[config.mk]
export PLATFORM = sky130hd
export DESIGN_NAME = dch_access_ctrl
export DESIGN_NICKNAME = d
export VERILOG_FILES = /design/src/rtl/dca_pkg.sv /design/src/rtl/dca_echo_cnt.sv /design/src/rtl/dca_prio_level.sv /design/src/rtl/dca_tx_seq.sv /design/src/rtl/dch_access_ctrl.sv
export SDC_FILE = /design/constraint.sdc
export NUM_CORES = 1
export LEC_CHECK = 0
export BUFFER_PORTS_ARGS = -buffer_cell sky130_fd_sc_hd__buf_4
export CAP_MARGIN = 40
export CORE_MARGIN = 2
export CORE_UTILIZATION = 51
export CTS_CLUSTER_DIAMETER = 80
export CTS_CLUSTER_SIZE = 16
export DETAILED_ROUTE_END_ITERATION = 12
export PLACE_DENSITY_LB_ADDON = 0.3
export SLEW_MARGIN = 20
export SYNTH_ARGS = -nofsm -noshare
export SYNTH_HDL_FRONTEND = slang
export SYNTH_SLANG_ARGS = --single-unit
[constraint.sdc]
create_clock -name clk -period 2.9 [get_ports clk]
set_input_delay 0.145 -clock clk [delete_from_list [all_inputs] [get_ports clk]]
set_output_delay 0.145 -clock clk [all_outputs]
set_load 0.01 [all_outputs]
[src/rtl/dca_pkg.sv]
package dca_pkg;
   typedef enum logic [1:0] {
      ST_COUNT = 2'd0,
      ST_FLAG  = 2'd1,
      ST_BODY  = 2'd2
   } acc_state_e;

   function automatic int unsigned access_thr(input bit cls_low, input bit lvl_hi,
                                              input int unsigned hi_base,
                                              input int unsigned lo_base,
                                              input int unsigned step);
      int unsigned base;
      base = cls_low ? lo_base : hi_base;
      return lvl_hi ? base : base + step;
   endfunction
endpackage

[src/rtl/dca_echo_cnt.sv]
module dca_echo_cnt #(
   parameter int CNT_W = 4
) (
   input  logic             clk,
   input  logic             rst_n,
   input  logic             counting,
   input  logic             stb,
   input  logic             echo,
   input  logic [CNT_W-1:0] thr_acc,
   input  logic [CNT_W-1:0] thr_rec,
   output logic             reach_acc,
   output logic             reach_rec
);
   localparam logic [CNT_W-1:0] CNT_MAX = '1;

   logic [CNT_W-1:0] run_cnt;
   logic [CNT_W-1:0] run_inc;
   logic             one_seen;

   assign run_inc   = (run_cnt == CNT_MAX) ? run_cnt : run_cnt + 1'b1;
   assign one_seen  = counting && stb && echo;
   assign reach_acc = one_seen && (run_inc >= thr_acc);
   assign reach_rec = one_seen && (run_inc >= thr_rec);

   always_ff @(posedge clk) begin
      if (!rst_n)             run_cnt <= '0;
      else if (!counting)     run_cnt <= '0;
      else if (stb)           run_cnt <= echo ? run_inc : '0;
   end

   p_cnt_clear_r1: assert property (@(posedge clk) disable iff (!rst_n)
      (counting && stb && !echo) |=> (run_cnt == '0));
   p_cnt_step_r1: assert property (@(posedge clk) disable iff (!rst_n)
      (counting && stb && echo && run_cnt != CNT_MAX) |=> (run_cnt == $past(run_cnt) + 1'b1));
endmodule

[src/rtl/dca_prio_level.sv]
module dca_prio_level #(
   parameter int HI_BASE  = 8,
   parameter int LO_BASE  = 10,
   parameter int LVL_STEP = 1,
   parameter int CNT_W    = 4
) (
   input  logic             clk,
   input  logic             rst_n,
   input  logic             cls_low,
   input  logic             pkt_ok,
   input  logic             reach_rec,
   output logic             lvl_hi,
   output logic [CNT_W-1:0] thr_acc,
   output logic [CNT_W-1:0] thr_rec
);
   import dca_pkg::*;

   localparam logic [CNT_W-1:0] HI_REC = CNT_W'(HI_BASE + LVL_STEP);
   localparam logic [CNT_W-1:0] LO_REC = CNT_W'(LO_BASE + LVL_STEP);

   assign thr_acc = CNT_W'(access_thr(cls_low, lvl_hi, HI_BASE, LO_BASE, LVL_STEP));
   assign thr_rec = cls_low ? LO_REC : HI_REC;

   always_ff @(posedge clk) begin
      if (!rst_n)          lvl_hi <= 1'b1;
      else if (pkt_ok)     lvl_hi <= 1'b0;
      else if (reach_rec)  lvl_hi <= 1'b1;
   end

   p_lvl_drop_r9: assert property (@(posedge clk) disable iff (!rst_n)
      pkt_ok |=> !lvl_hi);
   p_lvl_rise_r9: assert property (@(posedge clk) disable iff (!rst_n)
      (reach_rec && !pkt_ok) |=> lvl_hi);
endmodule

[src/rtl/dca_tx_seq.sv]
module dca_tx_seq #(
   parameter int              FLAG_LEN       = 8,
   parameter logic [FLAG_LEN-1:0] FLAG_PAT   = 8'h7E,
   parameter bit              FLAG_MSB_FIRST = 1'b1
) (
   input  logic clk,
   input  logic rst_n,
   input  logic stb,
   input  logic frame_stb,
   input  logic echo,
   input  logic req,
   input  logic tx_bit,
   input  logic pkt_done,
   input  logic reach_acc,
   output logic counting,
   output logic pkt_ok,
   output logic d_out,
   output logic ack,
   output logic coll_pulse
);
   import dca_pkg::*;

   localparam int FI_W = (FLAG_LEN > 1) ? $clog2(FLAG_LEN) : 1;
   localparam logic [FI_W-1:0] FI_LAST = FI_W'(FLAG_LEN - 1);

   acc_state_e      state;
   logic [FI_W-1:0] fi;
   logic [FI_W-1:0] fi_nxt;
   logic            drop_pend;
   logic            collided;
   logic [FLAG_LEN-1:0] flag_seq;

   // Flag bits rearranged so that flag_seq[0] is sent first.
   for (genvar i = 0; i < FLAG_LEN; i++) begin : g_flag
      if (FLAG_MSB_FIRST) begin : g_msb
         assign flag_seq[i] = FLAG_PAT[FLAG_LEN-1-i];
      end else begin : g_lsb
         assign flag_seq[i] = FLAG_PAT[i];
      end
   end

   assign fi_nxt   = (fi == FI_LAST) ? '0 : fi + 1'b1;
   assign counting = (state == ST_COUNT);
   assign collided = stb && d_out && !echo && (state != ST_COUNT);
   assign pkt_ok   = (state == ST_BODY) && pkt_done && !collided;

   always_ff @(posedge clk) begin
      if (!rst_n) begin
         state      <= ST_COUNT;
         fi         <= '0;
         d_out      <= 1'b1;
         ack        <= 1'b0;
         coll_pulse <= 1'b0;
         drop_pend  <= 1'b0;
      end else begin
         coll_pulse <= 1'b0;
         if (frame_stb && drop_pend) begin
            ack       <= 1'b0;
            drop_pend <= 1'b0;
         end
         case (state)
            ST_COUNT: begin
               d_out <= 1'b1;
               if (reach_acc && req) begin
                  state     <= ST_FLAG;
                  fi        <= '0;
                  d_out     <= flag_seq[0];
                  drop_pend <= 1'b0;
               end
            end
            ST_FLAG: begin
               if (collided) begin
                  coll_pulse <= 1'b1;
                  d_out      <= 1'b1;
                  state      <= ST_COUNT;
                  drop_pend  <= 1'b1;
               end else if (stb) begin
                  if (fi == '0) ack <= 1'b1;
                  if (fi == FI_LAST) begin
                     state <= ST_BODY;
                     d_out <= tx_bit;
                  end else begin
                     fi    <= fi_nxt;
                     d_out <= flag_seq[fi_nxt];
                  end
               end
            end
            ST_BODY: begin
               if (collided) begin
                  coll_pulse <= 1'b1;
                  d_out      <= 1'b1;
                  state      <= ST_COUNT;
                  drop_pend  <= 1'b1;
               end else if (pkt_done) begin
                  state <= ST_COUNT;
                  d_out <= 1'b1;
                  ack   <= 1'b0;
               end else if (stb) begin
                  d_out <= tx_bit;
               end
            end
            default: begin
               state <= ST_COUNT;
               d_out <= 1'b1;
            end
         endcase
      end
   end

   p_coll_one_cycle_r7: assert property (@(posedge clk) disable iff (!rst_n)
      coll_pulse |=> !coll_pulse);
   p_coll_release_r7: assert property (@(posedge clk) disable iff (!rst_n)
      coll_pulse |-> (d_out && state == ST_COUNT));
   p_ack_after_zero_r6: assert property (@(posedge clk) disable iff (!rst_n)
      $rose(ack) |-> ($past(stb) && !$past(d_out)));
   p_ack_drop_r8: assert property (@(posedge clk) disable iff (!rst_n)
      (frame_stb && drop_pend) |=> !ack);
   p_idle_ones_r5: assert property (@(posedge clk) disable iff (!rst_n)
      (state == ST_COUNT && $past(state == ST_COUNT)) |-> d_out);
endmodule

[src/rtl/dch_access_ctrl.sv]
module dch_access_ctrl #(
   parameter int HI_BASE        = 8,
   parameter int LO_BASE        = 10,
   parameter int LVL_STEP       = 1,
   parameter int FLAG_LEN       = 8,
   parameter logic [FLAG_LEN-1:0] FLAG_PAT = 8'h7E,
   parameter bit FLAG_MSB_FIRST = 1'b1
) (
   input  logic clk,
   input  logic rst_n,
   input  logic bit_stb,
   input  logic frame_stb,
   input  logic echo_bit,
   input  logic req,
   input  logic prio_low,
   input  logic tx_bit,
   input  logic pkt_done,
   output logic d_out,
   output logic ack,
   output logic coll_pulse
);
   localparam int CNT_W = $clog2(LO_BASE + LVL_STEP + 1);
   localparam bit FIRST_FLAG_BIT = FLAG_MSB_FIRST ? FLAG_PAT[FLAG_LEN-1] : FLAG_PAT[0];

   if (HI_BASE < 1 || LVL_STEP < 1) begin : g_bad_base
      $error("thresholds and level step must be positive");
   end
   if (HI_BASE + LVL_STEP >= LO_BASE) begin : g_bad_order
      $error("high-class thresholds must lie below the low-class ones");
   end
   if (FLAG_LEN < 2) begin : g_bad_flag_len
      $error("flag must be at least two bits");
   end
   if (FIRST_FLAG_BIT != 1'b0) begin : g_bad_flag_lead
      $error("flag must open with a zero bit");
   end

   logic             counting;
   logic             pkt_ok;
   logic             reach_acc;
   logic             reach_rec;
   logic             lvl_hi;
   logic [CNT_W-1:0] thr_acc;
   logic [CNT_W-1:0] thr_rec;

   dca_prio_level #(
      .HI_BASE(HI_BASE), .LO_BASE(LO_BASE), .LVL_STEP(LVL_STEP), .CNT_W(CNT_W)
   ) u_level (
      .clk(clk), .rst_n(rst_n), .cls_low(prio_low), .pkt_ok(pkt_ok),
      .reach_rec(reach_rec), .lvl_hi(lvl_hi), .thr_acc(thr_acc), .thr_rec(thr_rec)
   );

   dca_echo_cnt #(.CNT_W(CNT_W)) u_cnt (
      .clk(clk), .rst_n(rst_n), .counting(counting), .stb(bit_stb), .echo(echo_bit),
      .thr_acc(thr_acc), .thr_rec(thr_rec), .reach_acc(reach_acc), .reach_rec(reach_rec)
   );

   dca_tx_seq #(
      .FLAG_LEN(FLAG_LEN), .FLAG_PAT(FLAG_PAT), .FLAG_MSB_FIRST(FLAG_MSB_FIRST)
   ) u_seq (
      .clk(clk), .rst_n(rst_n), .stb(bit_stb), .frame_stb(frame_stb), .echo(echo_bit),
      .req(req), .tx_bit(tx_bit), .pkt_done(pkt_done), .reach_acc(reach_acc),
      .counting(counting), .pkt_ok(pkt_ok), .d_out(d_out), .ack(ack),
      .coll_pulse(coll_pulse)
   );

   p_rst_level_r10: assert property (@(posedge clk)
      $past(!rst_n) |-> (lvl_hi && d_out && !ack && !coll_pulse));
endmodule

==> results of run 1 <==
[routing by layer]
layer	up-vias	routed length, um
met5	-	0
met4	0	32
met3	5	126
met2	24	967
met1	401	1050
li1	439	-
[worst min-delay path by stage]
stage	endpoint	cells past startpoint	from	slack, ns
floorplan	u_cnt.run_cnt[2]	2	echo_bit	0.29
global placement	u_seq.drop_pend	3	frame_stb	0.44
detailed placement	u_seq.drop_pend	3	frame_stb	0.44
CTS	u_seq.drop_pend	3	frame_stb	0.14
global route	u_cnt.run_cnt[2]	2	bit_stb	0.15
finish	u_cnt.run_cnt[2]	2	bit_stb	0.13
[cells in the mapped netlist, types with 2 or more instances]
cell / instances
a21oi_1: 10
and3_1: 2
dfxtp_1: 14
ha_1: 11
inv_1: 13
mux2i_1: 5
nand2_1: 9
nand2b_1: 2
nand3_1: 7
nand3b_1: 2
nand4_1: 2
nor2_1: 2
nor2b_1: 4
nor2b_4: 2
o21ai_1: 2
o21ai_2: 2
[final cells by class]
class,instances,share of cell area
clock buffers,3,0.0193
inverters,13,0.0418
well taps,27,0.0289
repair buffers,11,0.0707
flip-flops and latches,14,0.240
multi-input cells,86,0.600
[logic make-up (layout without fill, tap and decap cells)]
logic type / count (synthesis) / count (layout) / share of synthesized area
fa+ha+maj: 11 / 11 / 0.129
mux: 6 / 6 / 0.0576
buf+inv: 16 / 27 / 0.0776
compound gates: 30 / 30 / 0.248
flops: 14 / 14 / 0.264
simple gates: 38 / 38 / 0.215
xor+xnor: 1 / 1 / 0.00824
[through the flow]
stage / cell area (um^2) / total power (uW) / setup slack, ns / instances / util
detailed placement: 1150 / 239 / 0.460 / 151 / 0.584
CTS: 1170 / 348 / 0.457 / 154 / 0.596
floorplan: 1060 / 227 / 0.683 / 116 / -
global route: 1170 / 362 / 0.275 / 154 / 0.596
finish: 1170 / 350 / 0.458 / 154 / 0.596
global placement: 1150 / 238 / 0.602 / 151 / 0.584
[critical path, cell delays in order, from the launching register on]
cell	delay, ns
dfxtp_1	0.42
ha_1	0.33
nand3_1	0.19
mux2_2	0.32
ha_1	0.33
a221oi_4	0.33
o31ai_4	0.10
o221ai_2	0.13
mux2i_1	0.22
[power groups by stage]
stage	logic, uW	clock network, uW	registers (uW)
5_1_grt	43.3	123	195
3_3_place_gp	38.5	0	199
4_1_cts	39.6	113	195
3_5_place_dp	39.4	0	199
2_1_floorplan	28.1	0	199
6_report	39.9	115	195
[sequential cells by signal (all words and copies together), names as in the netlist]
name	count
u_seq.d_out	1
u_seq.ack	1
u_cnt.run_cnt	4
u_seq.drop_pend	1
u_seq.state	2
u_seq.fi	3
u_seq.coll_pulse	1
u_level.lvl_hi	1
[cell usage in the layout (no fill, tap or decap), types with 3 or more instances in the layout]
cell	Yosys	routed
inv_1	13	13
nand3_1	7	7
nor2b_1	4	4
nand2_1	9	9
a21oi_1	10	10
ha_1	11	11
clkbuf_4	0	3
mux2i_1	5	5
buf_4	0	11
dfxtp_1	14	14
==> flow_summary.toml, run 1 <==
[run_status]
status = "finished, final reports clean"

[clock_tree]
clock_path_buffers = 2
clk_pin_slew_ns = 0.09
h-tree-depth = 1
post-cts-setup-buffers = 0
clock-root-buffer = "clkbuf_4"
cts.sinks = 14
cts_hold_buf = 0
cts_resized = 0
clock_latency_ns = 0.29
numCtsBuffers = 3
cts_tree = "done"

[sta]
max_slew_margin = 0.781
clock.fmax_mhz = 409
min_period_over_period = 0.842
grt_setup_unrepaired = "false"
worst_slew_pin_slew_ns = 0.324
fin_skew_ns = 0.00505
slew_viol_final = 0
hold_viol_final = 0
whs_ns = 0.133
finalSetupTns_ns = 0
min_period_ns = 2.44
setup_viol = 0

[detailed_routing]
finalWirelength_um = 2170
wl_per_cell_um = 14.1
post_drt_via_cell_ratio = 5.64
drt_iter0_markers = 32
drc = 0
drt_pass1_iterations = 4
postRouteAntennaNets = 0
vias = 869

[critical_path]
cp.required_ns = 3.13
cp-end-kind = "flip-flop"
r2r_setup_slack_ns = 0.46
crit_start = "u_cnt.run_cnt[0]"
cp.arrival_ns = 2.67
critPathLaunchType = "flip-flop"
cp_max_fo = 6
r2r-end = "u_seq.fi[2]"
rr_startpoint = "u_cnt.run_cnt[0]"
crit_type = "reg -> reg"
cp-endpoint = "u_seq.fi[2]"
rr_worst_depth = 8

[floorplanning]
die_area_um2 = 2470
num_io_pins = 12
die_w_um = 49.7
initial_core_util = 0.542
core_area_um2 = 1960
chipHeight_um = 49.7
fp-row-count = 16

[yosys]
netlist_area_um2 = 1060
synthTopCellsByArea = "dfxtp_1, ha_1, a21oi_1"
yosysSeqAreaShare = 0.264
yosysTopAreaCellShare = 0.264
ys.flop_type = "dfxtp_1"
synthCells = 116
synth_fp_nets = 136
ys_warn_count = 0
async_reset_ff_frac = 0
ys_ff_latch = 14
synth_area_leader_cell = "dfxtp_1"
synth_cell_types = 43
syn_avg_cell_area_um2 = 9.17
synth-edff-count = 0

[place]
place.gp.congestion = 0.799
io_buffers = 11
dpl.hpwl_um = 1640

[power_and_ir_drop]
clockPowerShare = 0.330
vdd_drop_max_mv = 0.245
p_int_uw = 261
power.net_switching_uw = 89.6
p_leak_uw = 0.000483
power_density_nw_per_um2 = 300
p_comb_frac = 0.114
p_sw_frac = 0.256
seq_power_share = 0.556

[cells_and_area]
drive_above_1_share = 0.205
seqCellArea_um2 = 280
area_growth_pct = 9.88
nets = 149
antennaDiodeCount = 0
multi_input_area_um2 = 701
nFillCells = 204

[global_routing]
grt_pass1_vias = 819
top_usage_layer = "met2"
grt_usage = 0.192
antenna_found_initial = 0
grt_max_degree = 18
grt_use_met2 = 0.291
gr-usage-met3 = 0.0485
grt_util_met1 = 0.256
grt_pass1_wl_um = 3590
grt_overflow = 0

[run]
maxCapViolCount = 0

[min_path]
worstHoldPathType = "in -> reg"
Note: power is estimated with default switching activity, not from simulation.
==> inputs of run 2 (changes only) <==
clock period = 2.3 ns   (was 2.9 ns; I/O delays follow)
==> run 2 against run 1 <==
Compared with the run above:
- combinational power up 36%
- global-route usage is 0.47 points higher
- worst setup slack worse by 0.32 ns
- clock skew shrank 0.0036 ns
- largest cell class unchanged
- highest routed layer unchanged
==> flow_summary.toml, run 2 (synthesized netlist as in run 1, its figures left out) <==
[place]
io_buffers = 11
dpl.hpwl_um = 1640
place.gp.congestion = 0.795
pre_cts_ws_ns = 0.0609

[cells_and_area]
top_register = "u_cnt.run_cnt"
drive_above_1_share = 0.262
largest_reg_flops = 4
area_growth_pct = 15.4
mostFrequentLayoutCells = "inv_1, buf_4, dfxtp_1"
largestRegisters = "u_cnt.run_cnt (4), u_seq.fi (3), u_seq.state (2)"
antennaDiodeCount = 0
nFillCells = 184
nets = 151

[clock_tree]
cts_tree = "done"
numCtsBuffers = 3
clk_pin_slew_ns = 0.09
cts.sinks = 14
clock_path_buffers = 2
clock_latency_ns = 0.29
h-tree-depth = 1
clock-root-buffer = "clkbuf_4"

[detailed_routing]
vias = 901
finalWirelength_um = 2200
post_drt_via_cell_ratio = 5.74
drt_pass1_iterations = 5
drt_iter0_markers = 16
drc = 0
wl_per_cell_um = 14.0
postRouteAntennaNets = 0

[sta]
clock.fmax_mhz = 464
fin_skew_ns = 0.00146
finalSetupTns_ns = 0
min_period_over_period = 0.938
setup_ws_ns = 0.143
setup_viol = 0
grt_setup_unrepaired = "false"
min_period_ns = 2.16
worst_slew_pin_slew_ns = 0.303
max_slew_margin = 0.798
hold_viol_final = 0
slew_viol_final = 0

[global_routing]
grt_pass1_vias = 819
grt_overflow = 0
antenna_found_initial = 0
grt_pass1_wl_um = 3750
grt_usage = 0.196
grt_max_degree = 18

[critical_path]
rr_worst_depth = 9
rr_startpoint = "u_cnt.run_cnt[0]"
crit_start = "u_cnt.run_cnt[0]"
r2r_setup_slack_ns = 0.14
r2r-end = "u_seq.fi[2]"
cp.arrival_ns = 2.38
cp-end-kind = "flip-flop"
critPathLaunchType = "flip-flop"
cp_max_fo = 5
crit_type = "reg -> reg"
cp.required_ns = 2.52

[min_path]
min_to = "u_seq.drop_pend"
min_from = "frame_stb"
holdPathStages = 3
worstHoldPathType = "in -> reg"

[floorplanning]
num_io_pins = 12
fp-row-count = 16
chipHeight_um = 49.7
die_area_um2 = 2470
core_area_um2 = 1960
die_w_um = 49.7
initial_core_util = 0.542

[power_and_ir_drop]
power_density_nw_per_um2 = 394
vdd_drop_max_mv = 0.266
p_leak_uw = 0.000509

[run_status]
status = "finished, final reports clean"

[run]
maxCapViolCount = 0
## run 2: changes by cell type in the layout (fill, tap and decap cells not counted), sizes merged
cell / change
clkbuf: +1
buf: +2
## run 2: how the worst max path moves through the flow
stage	cells after the start	endpoint
after CTS	8	u_seq.fi[2]
after floorplan	8	u_seq.fi[0]
after global routing	9	u_seq.fi[1]
after global placement	8	u_seq.fi[0]
after detailed placement	8	u_seq.fi[1]
final	9	u_seq.fi[2]
## run 2: cell type report
class / instances / area [um^2] / share of cell area
clock buffer: 4 / 36.3 / 0.0296
inverter: 13 / 48.8 / 0.0398
multi-input combinational: 86 / 726 / 0.591
sequential: 14 / 285 / 0.232
tap: 27 / 33.8 / 0.0275
timing repair buffer: 13 / 97.6 / 0.0795
## run 2: worst max-delay path, cell delays in order (launching register included)
cell and delay (ns):
dfxtp_4 0.39, ha_1 0.19, nand3_2 0.13, xnor2_2 0.17
ha_1 0.26, nand2b_1 0.18, a221oi_4 0.32, o31ai_4 0.10
o221ai_2 0.13, mux2i_1 0.22
## run 2: timing repair
| item | in CTS | in global routing |
|---|---|---|
| hold buffers | 0 | 0 |
| buffers inserted | 0 | 0 |
| setup endpoints to repair | 0 | 6 |
| gates resized for setup | 0 | 6 |
## run 2: through the flow
stage	cells	hold slack [ns]	instance area [um^2]	total power [uW]	util
6_report	157	0.110	1230	484	0.626
5_1_grt	157	0.106	1230	509	0.626
2_1_floorplan	116	0.261	1060	286	-
3_5_place_dp	153	0.408	1160	301	0.592
3_3_place_gp	153	0.406	1160	299	0.592
4_1_cts	157	0.0969	1200	484	0.610
## run 2: routing by layer
layer,GRT usage,vias to the layer above,wire length (um)
li1,-,443,-
met1,0.270,433,1030
met2,0.304,20,1040
met3,0.0273,5,90
met4,0.0880,0,37
met5,0,-,0
## run 2: where the power goes
group / leakage, uW / total, uW / switching (uW) / internal (uW)
clock: 0.0000210 / 184 / 87.3 / 96.4
sequential: 0.000114 / 246 / 2.41 / 243
combinational: 0.000374 / 54.4 / 27.9 / 26.5
